### src/rtl/sdq_pkg.sv
package sdq_pkg;
  typedef enum logic [2:0] {
    CMD_IDLE  = 3'd0,
    CMD_READ  = 3'd1,
    CMD_WRITE = 3'd2,
    CMD_PRE   = 3'd3,
    CMD_STOP  = 3'd4
  } cmd_e;

  typedef enum logic [1:0] {
    OP_READ  = 2'd0,
    OP_WRITE = 2'd1,
    OP_PRE   = 2'd2,
    OP_STOP  = 2'd3
  } op_e;

  typedef enum logic [1:0] {
    ST_IDLE,
    ST_HOLD,
    ST_WGO,
    ST_WBURST
  } st_e;
endpackage

### src/rtl/sdq_rdpipe.sv
// Read-beat occupancy: bit k set means a read beat lands k cycles from now.
module sdq_rdpipe #(
  parameter int CL = 3,
  parameter int BL = 4
) (
  input  logic clk,
  input  logic rst_n,
  input  logic load,
  input  logic cut,
  input  logic hide,
  input  logic flush,
  output logic beat_now,
  output logic beat_any,
  output logic beat_in2
);
  localparam int P = CL + BL;

  function automatic logic [P-1:0] span(input int lo, input int hi);
    logic [P-1:0] m;
    m = '0;
    for (int i = 0; i < P; i++) begin
      if (i >= lo && i <= hi) m[i] = 1'b1;
    end
    return m;
  endfunction

  // Next-cycle view: a command now lands its first beat at position CL-1.
  localparam logic [P-1:0] LOAD_M = span(CL - 1, CL + BL - 2);
  localparam logic [P-1:0] KEEP_M = span(0, CL - 2);

  logic [P-1:0] occ, occ_n;

  always_comb begin
    occ_n = occ >> 1;
    if (flush) occ_n = '0;
    if (cut)   occ_n = occ_n & KEEP_M;
    if (hide)  occ_n[1] = 1'b0;
    if (load)  occ_n = occ_n | LOAD_M;
  end

  always_ff @(posedge clk) begin
    if (!rst_n) occ <= '0;
    else        occ <= occ_n;
  end

  assign beat_now = occ[0];
  assign beat_any = |occ;
  assign beat_in2 = occ[2];
endmodule

### src/rtl/sdq_seq.sv
module sdq_seq
  import sdq_pkg::*;
#(
  parameter int BL = 4
) (
  input  logic       clk,
  input  logic       rst_n,
  input  logic       req_valid,
  input  logic [1:0] req_op,
  input  logic       beat_any,
  input  logic       beat_in2,
  output logic       req_ready,
  output logic [2:0] cmd,
  output logic       dqm,
  output logic       dq_oe,
  output logic       load,
  output logic       cut,
  output logic       hide,
  output logic       flush
);
  localparam int BW = (BL > 1) ? $clog2(BL) : 1;
  localparam logic [BW-1:0] LAST = BW'(BL - 1);

  st_e st, st_n;
  logic [BW-1:0] beat, beat_n;
  cmd_e cmd_c;
  logic take, in_wr;

  always_comb begin
    req_ready = rst_n && (st == ST_IDLE || st == ST_WBURST);
    take      = req_valid && req_ready;
    in_wr     = (st == ST_WBURST);
    cmd_c     = CMD_IDLE;
    dqm       = 1'b0;
    dq_oe     = 1'b0;
    load      = 1'b0;
    cut       = 1'b0;
    hide      = 1'b0;
    flush     = 1'b0;
    st_n      = st;
    beat_n    = beat;
    case (st)
      ST_HOLD: begin
        dqm  = beat_in2;
        hide = beat_in2;
        st_n = ST_WGO;
      end
      ST_WGO: begin
        cmd_c  = CMD_WRITE;
        dq_oe  = 1'b1;
        flush  = 1'b1;
        beat_n = BW'(1);
        st_n   = (BL == 1) ? ST_IDLE : ST_WBURST;
      end
      default: begin
        if (in_wr) begin
          dq_oe = 1'b1;
          if (beat == LAST) st_n = ST_IDLE;
          else              beat_n = beat + BW'(1);
        end
        if (take) begin
          case (op_e'(req_op))
            OP_READ: begin
              cmd_c = CMD_READ;
              dq_oe = 1'b0;
              cut   = 1'b1;
              load  = 1'b1;
              st_n  = ST_IDLE;
            end
            OP_PRE, OP_STOP: begin
              cmd_c = (op_e'(req_op) == OP_PRE) ? CMD_PRE : CMD_STOP;
              dq_oe = 1'b0;
              dqm   = in_wr;
              cut   = 1'b1;
              st_n  = ST_IDLE;
            end
            default: begin
              if (beat_any) begin
                dqm   = beat_in2;
                hide  = beat_in2;
                dq_oe = 1'b0;
                st_n  = ST_HOLD;
              end else begin
                cmd_c  = CMD_WRITE;
                dq_oe  = 1'b1;
                flush  = 1'b1;
                beat_n = BW'(1);
                st_n   = (BL == 1) ? ST_IDLE : ST_WBURST;
              end
            end
          endcase
        end
      end
    endcase
  end

  always_ff @(posedge clk) begin
    if (!rst_n) begin
      st   <= ST_IDLE;
      beat <= '0;
    end else begin
      st   <= st_n;
      beat <= beat_n;
    end
  end

  assign cmd = cmd_c;
endmodule

### src/rtl/sdq_sched.sv
module sdq_sched #(
  parameter int CL = 3,
  parameter int BL = 4,
  parameter int DW = 16
) (
  input  logic          clk,
  input  logic          rst_n,
  input  logic          req_valid,
  output logic          req_ready,
  input  logic [1:0]    req_op,
  input  logic          wd_valid,
  output logic          wd_ready,
  input  logic [DW-1:0] wd_data,
  output logic [2:0]    cmd,
  output logic          dqm,
  output logic          dq_oe,
  output logic [DW-1:0] dq_out,
  output logic          rd_expect,
  output logic          bus_clash
);
  logic load, cut, hide, flush;
  logic beat_now, beat_any, beat_in2;
  logic unused_wd_valid;

  sdq_rdpipe #(.CL(CL), .BL(BL)) u_pipe (
    .clk(clk), .rst_n(rst_n),
    .load(load), .cut(cut), .hide(hide), .flush(flush),
    .beat_now(beat_now), .beat_any(beat_any), .beat_in2(beat_in2)
  );

  sdq_seq #(.BL(BL)) u_seq (
    .clk(clk), .rst_n(rst_n),
    .req_valid(req_valid), .req_op(req_op),
    .beat_any(beat_any), .beat_in2(beat_in2),
    .req_ready(req_ready), .cmd(cmd), .dqm(dqm), .dq_oe(dq_oe),
    .load(load), .cut(cut), .hide(hide), .flush(flush)
  );

  assign wd_ready        = dq_oe;
  assign dq_out          = wd_data;
  assign rd_expect       = beat_now;
  assign bus_clash       = dq_oe & beat_now;
  assign unused_wd_valid = wd_valid;
endmodule

### config.mk
export PLATFORM = sky130hd
export DESIGN_NAME = sdq_sched
export DESIGN_NICKNAME = d
export VERILOG_FILES = /design/src/rtl/sdq_pkg.sv /design/src/rtl/sdq_rdpipe.sv /design/src/rtl/sdq_seq.sv /design/src/rtl/sdq_sched.sv
export SDC_FILE = /design/constraint.sdc
export NUM_CORES = 1
export LEC_CHECK = 0
export BUFFER_PORTS_ARGS = -buffer_cell sky130_fd_sc_hd__buf_4
export CORE_MARGIN = 4
export CORE_UTILIZATION = 44
export DETAILED_ROUTE_END_ITERATION = 6
export PLACE_DENSITY_LB_ADDON = 0.25
export RECOVER_POWER = 25
export SLEW_MARGIN = 10
export SYNTH_ARGS = -nofsm -noshare
export SYNTH_HDL_FRONTEND = slang
export SYNTH_HIERARCHICAL = 1
export SYNTH_SLANG_ARGS = --single-unit
### constraint.sdc
create_clock -name clk -period 2.9 [get_ports clk]
set_input_delay 0.58 -clock clk [delete_from_list [all_inputs] [get_ports clk]]
set_output_delay 0.58 -clock clk [all_outputs]
set_load 0.01 [all_outputs]
==> qor.csv, run 1 <==
metric;value;unit
GPL Wtd Cong;0.736;
die height;48.3;um
starting density of the core;0.470;
Cell Area, Synth;716;sq um
IR drop worst, VDD;460;uV
Initial DRT Pass Iterations;4;
final total power;446;uW
FF-to-FF End;u_pipe/occ[4];
synth top area cells;dfxtp_1 (28%), buf_4 (18%), ha_1 (5.2%);
vias per cell;5.52;
final core utilization;0.479;
Clock transition at path regs;0.07;ns
CTS buffer count;3;
Final ANT Viol Nets;0;
WP data required;2.32;ns
Hold Crit Depth;2;
Clock Latency Late Sink;0.27;ns
# Post-CTS Setup Buffers;0;
CTS resizes;0;
final hold viol count;0;
vias in the first global route;488;
Clock Sinks;10;
Final Hold Slack;0.453;ns
kind of critical path;flip-flop to output pin;
Avg WL per Cell;13.1;um
worst min-delay path class;flip-flop to flip-flop;
Yosys reg bits;10;
initial antenna violation count;0;
Worst path depth;7;
GRT overflow;0;
R2R setup slack;1.08;ns
RSZ-0062 raised after global routing;no;
die width;48.3;um
Post-Synthesis Cells;83;
die area;0.00234;sq mm
I/O pins;47;
DR DRC count;0;
first-pass GRT wire length;2.18;mm
YS warnings;6;
crit path from;u_seq/st[0];
EDFF count, synth;0;
outcome;finished, final reports clean;
Worst Hold End;u_pipe/occ[3];
post-synth top area cell;dfxtp_1;
post-synthesis net count;108;
Fmax;0.369;GHz
leakage;0.325;nW
CTS tree;done;
Async S/R FF share, synth;0;
reg2reg path depth;6;
CTS Buffer Depth;2;
NumNets Final;108;
antenna cells;0;
total track usage;0.116;
largest net degree at the start of global routing;12;
WL final;1.29;mm
HPWL after detailed placement;988;um
startpoint types;flip-flop;
most numerous cell in the Yosys netlist;buf_4;
Hold Crit Start;u_pipe/occ[4];
Commonest cells post-synth;buf_4 (17), dfxtp_1 (10), nand2_1 (8);
CP max stage delay;0.45;ns
Worst Skew;0.00250;ns
Filler Cell Count;150;
area grow syn2layout;2.10;%
Buf/Inv on CP;2;
CTS Root Cell;clkbuf_4;
layout cells sized above 1;0.329;
Max Slew Vio Count;0;
IO Port Bufs;13;
Final Cell Area;731;sq um
Yosys top cell area share;0.280;
synth unique cells;35;
fin crit share;0.934;
syn avg cell area;8.62;sq um
Power per Cell Area;610;mW/mm^2
# Max-Cap Violations;0;
worst r2r src;u_seq/st[0];
# rows;14;
sequential share of the synthesized area;0.280;
core area;0.00152;sq mm
worst-path fanout max;9;
minimum clock period;2.71;ns
Setup TNS;0;ns
worst relative slew slack;0.753;
critical-path cell list;inv_1 -> ha_1 -> nand3_4 -> o31ai_2 -> a31o_2 -> and2_1 -> buf_4;
endpoints failing setup;0;
Slowest-stage cell, CP;ha_1;
kind of end point of the critical path;output pin;
Area after DPL;694;sq um
vias;541;
First DRT Iteration DRCs;15;
H-tree depth;1;
Worst-Margin Slew;0.368;ns
cts hold-fix bufs;0;
delay-heaviest family, CP;compound AO/OA/AOI/OAI gates;
critical path arrival;2.13;ns
Main synth FF type;dfxtp_1;
-- sequential cells by signal (all words and copies together) (netlist names) --
| signal | cells |
|---|---|
| u_pipe/occ | 6 |
| u_seq/beat | 2 |
| u_seq/st | 2 |
-- worst max-delay path by stage --
| stage | slack, ns | endpoint |
|---|---|---|
| finish | 0.19 | bus_clash |
| detailed placement | 0.49 | bus_clash |
| global route | 0.06 | bus_clash |
| global placement | 0.51 | bus_clash |
| CTS | 0.19 | bus_clash |
| floorplan | 0.74 | bus_clash |
-- routing by layer --
metal,global-route usage,vias to the layer above,routed length [um]
met5,0,-,0
met4,0.120,0,61
met3,0.0307,12,131
met2,0.133,34,471
met1,0.161,226,622
li1,-,269,-
-- worst min-delay path, stage by stage (launching register included) --
cell and delay, ns:
dfxtp_1 0.31, nand2_1 0.05, o21ai_1 0.05
-- metrics by stage --
step / worst slack, ns / cells
4_1_cts: 0.187 / 98
3_3_place_gp: 0.505 / 94
5_1_grt: 0.0645 / 98
2_1_floorplan: 0.738 / 83
3_5_place_dp: 0.492 / 94
6_report: 0.190 / 98
-- layout by cell type, fill, tap and decap left out, drive strengths merged, types with 2 or more instances in the layout --
| cell type | count |
|---|---|
| clkbuf | 4 |
| o31ai | 2 |
| nor2 | 4 |
| ha | 3 |
| a31o | 2 |
| inv | 5 |
| nand2 | 8 |
| a21oi | 2 |
| nor2b | 2 |
| nand2b | 2 |
| buf | 13 |
| and3 | 2 |
| dfxtp | 10 |
| and2 | 2 |
| nand3 | 2 |
| nand4 | 2 |
| o21ai | 4 |
| a31oi | 2 |
-- report_power, final --
group | leakage (nW) | switching, mW | internal, mW
clock network | 0.0210 | 0.0502 | 0.0763
logic | 0.223 | 0.0817 | 0.0722
registers | 0.0812 | 0.0132 | 0.152
total | 0.325 | 0.145 | 0.301
-- area by class of cell --
| class | count | area [sq um] | area share |
|---|---|---|---|
| inverters | 5 | 18.8 | 0.0257 |
| multi-input cells | 50 | 358 | 0.490 |
| clock buffers | 4 | 36.3 | 0.0497 |
| well taps | 16 | 20.0 | 0.0274 |
| repair buffers | 13 | 97.6 | 0.134 |
| flip-flops and latches | 10 | 200 | 0.274 |
-- cells by family after synthesis --
kind of cell | count (synthesis) | share of synthesized area
AOI/OAI and AO/OA | 14 | 0.157
and+or+nand+nor | 33 | 0.290
buffers and inverters | 23 | 0.220
DFF | 10 | 0.280
adders and majority gates | 3 | 0.0525
Note: power is estimated with default switching activity, not from simulation.
==> run 2, diff against run 1 <==
- CORE_UTILIZATION: 44 -> 46
- CTS_BUF_LIST: default -> sky130_fd_sc_hd__clkbuf_8
==> qor.csv, run 2 (same netlist as run 1, synthesis figures left out) <==
metric;value;unit
outcome;finished, final reports clean;
critical path arrival;2.10;ns
final hold viol count;0;
CP max stage delay;0.46;ns
starting density of the core;0.518;
Final Cell Area;748;sq um
Buf/Inv on CP;2;
Area after DPL;693;sq um
antenna cells;0;
Clock Latency Late Sink;0.23;ns
core area;0.00138;sq mm
placed cells;93;
Setup crit end;bus_clash;
vias in the first global route;531;
Setup TNS;0;ns
Regs by FF count;u_pipe/occ (6), u_seq/beat (2), u_seq/st (2);
DR DRC count;0;
startpoint types;flip-flop;
kind of critical path;flip-flop to output pin;
clock power share;0.351;
First DRT Iteration DRCs;8;
leakage;0.333;nW
switching power share of the total;0.304;
NumNets Final;108;
delay-heaviest family, CP;compound AO/OA/AOI/OAI gates;
I/O pins;47;
total track usage;0.145;
reg2reg path depth;6;
Initial DRT Pass Iterations;4;
die height;47.4;um
CTS Buffer Depth;2;
number of flip-flops under the largest register name;6;
worst min-delay path class;flip-flop to flip-flop;
Power per Cell Area;661;mW/mm^2
Seq pwr share;0.335;
worst r2r src;u_seq/st[0];
initial antenna violation count;0;
crit path from;u_seq/st[0];
WL final;1.32;mm
CTS Root Cell;clkbuf_8;
cts hold-fix bufs;0;
Filler Cell Count;128;
HPWL after detailed placement;1.01;mm
area grow syn2layout;4.55;%
sw power;150;uW
worst-path fanout max;9;
internal power;344;uW
vias per cell;5.52;
most frequent cells in the layout;buf_4 (13), dfxtp_1 (10), nand2_1 (8), inv_1 (5);
H-tree depth;1;
# rows;13;
fin crit share;0.924;
WP data required;2.32;ns
Comb power frac;0.314;
minimum clock period;2.68;ns
FF-to-FF End;u_pipe/occ[4];
Final ANT Viol Nets;0;
CTS buffer count;3;
Slowest-stage cell, CP;ha_1;
R2R setup slack;1.08;ns
Layout Cells excl Fill;97;
Clock transition at path regs;0.05;ns
GRT overflow;0;
CTS resizes;0;
most common cell after layout, fill and taps aside;buf_4;
Worst-Margin Slew;0.388;ns
worst relative slew slack;0.740;
Worst Skew;0.00170;ns
critical-path cell list;inv_1 -> ha_1 -> nand3_4 -> o31ai_2 -> a31o_2 -> and2_1 -> buf_4;
IO Port Bufs;13;
Avg WL per Cell;13.6;um
RSZ-0062 raised after global routing;no;
kind of end point of the critical path;output pin;
CTS tree;done;
Max Slew Vio Count;0;
endpoints failing setup;0;
# Max-Cap Violations;0;
largest net degree at the start of global routing;12;
Clock Sinks;10;
die width;47.4;um
layout cells sized above 1;0.329;
GPL Wtd Cong;0.737;
die area;0.00225;sq mm
# Post-CTS Setup Buffers;0;
first-pass GRT wire length;2.19;mm
largest register by flop count;u_pipe/occ;
IR drop worst, VDD;353;uV
Worst path depth;7;
Fmax;0.373;GHz
vias;535;
## run 2: per-layer routing
metal	track usage	vias up	wire, um
li1	-	272	-
met1	0.181	228	637
met2	0.195	29	528
met3	0.0489	6	137
met4	0.127	0	12
met5	0	-	0
## run 2: cell type report
type / instances / area, sq um / share of cell area
Clock buffer: 4 / 55.1 / 0.0736
Inverter: 5 / 18.8 / 0.0251
Multi-Input combinational cell: 50 / 358 / 0.478
Sequential cell: 10 / 200 / 0.268
Tap cell: 15 / 18.8 / 0.0251
Timing Repair Buffer: 13 / 97.6 / 0.130
## run 2: tightest hold or removal path: stages (launching register included)
cell,delay (ns)
dfxtp_1,0.31
nand2_1,0.05
o21ai_1,0.05
## run 2: stage by stage
| step | worst slack (ns) | utilization | hold slack [ns] | total power, mW |
|---|---|---|---|---|
| 4_1_cts | 0.215 | 0.541 | 0.460 | 0.500 |
| 5_1_grt | 0.103 | 0.541 | 0.481 | 0.524 |
| 3_5_place_dp | 0.481 | 0.501 | 0.452 | 0.323 |
| 2_1_floorplan | 0.738 | - | 0.429 | 0.311 |
| 3_3_place_gp | 0.464 | 0.501 | 0.443 | 0.322 |
| 6_report | 0.220 | 0.541 | 0.455 | 0.494 |
## run 2: power by group through the flow
stage	Clock (mW)	Combinational, mW	Sequential [mW]
final	0.174	0.155	0.165
after global routing	0.188	0.168	0.168
after CTS	0.179	0.156	0.165
after detailed placement	0	0.155	0.168
after global placement	0	0.155	0.167
after floorplan	0	0.145	0.165
## run 2: how the worst min path moves through the flow
| stage | slack, ns | cells after the start | endpoint | from |
|---|---|---|---|---|
| 6_report | 0.45 | 2 | u_pipe/occ[3] | u_pipe/occ[4] |
| 5_1_grt | 0.48 | 2 | u_pipe/occ[2] | u_pipe/occ[3] |
| 4_1_cts | 0.46 | 2 | u_pipe/occ[3] | u_pipe/occ[4] |
| 3_5_place_dp | 0.45 | 2 | u_pipe/occ[3] | u_pipe/occ[4] |
| 3_3_place_gp | 0.44 | 2 | u_pipe/occ[3] | u_pipe/occ[4] |
| 2_1_floorplan | 0.43 | 2 | u_pipe/occ[3] | u_pipe/occ[4] |
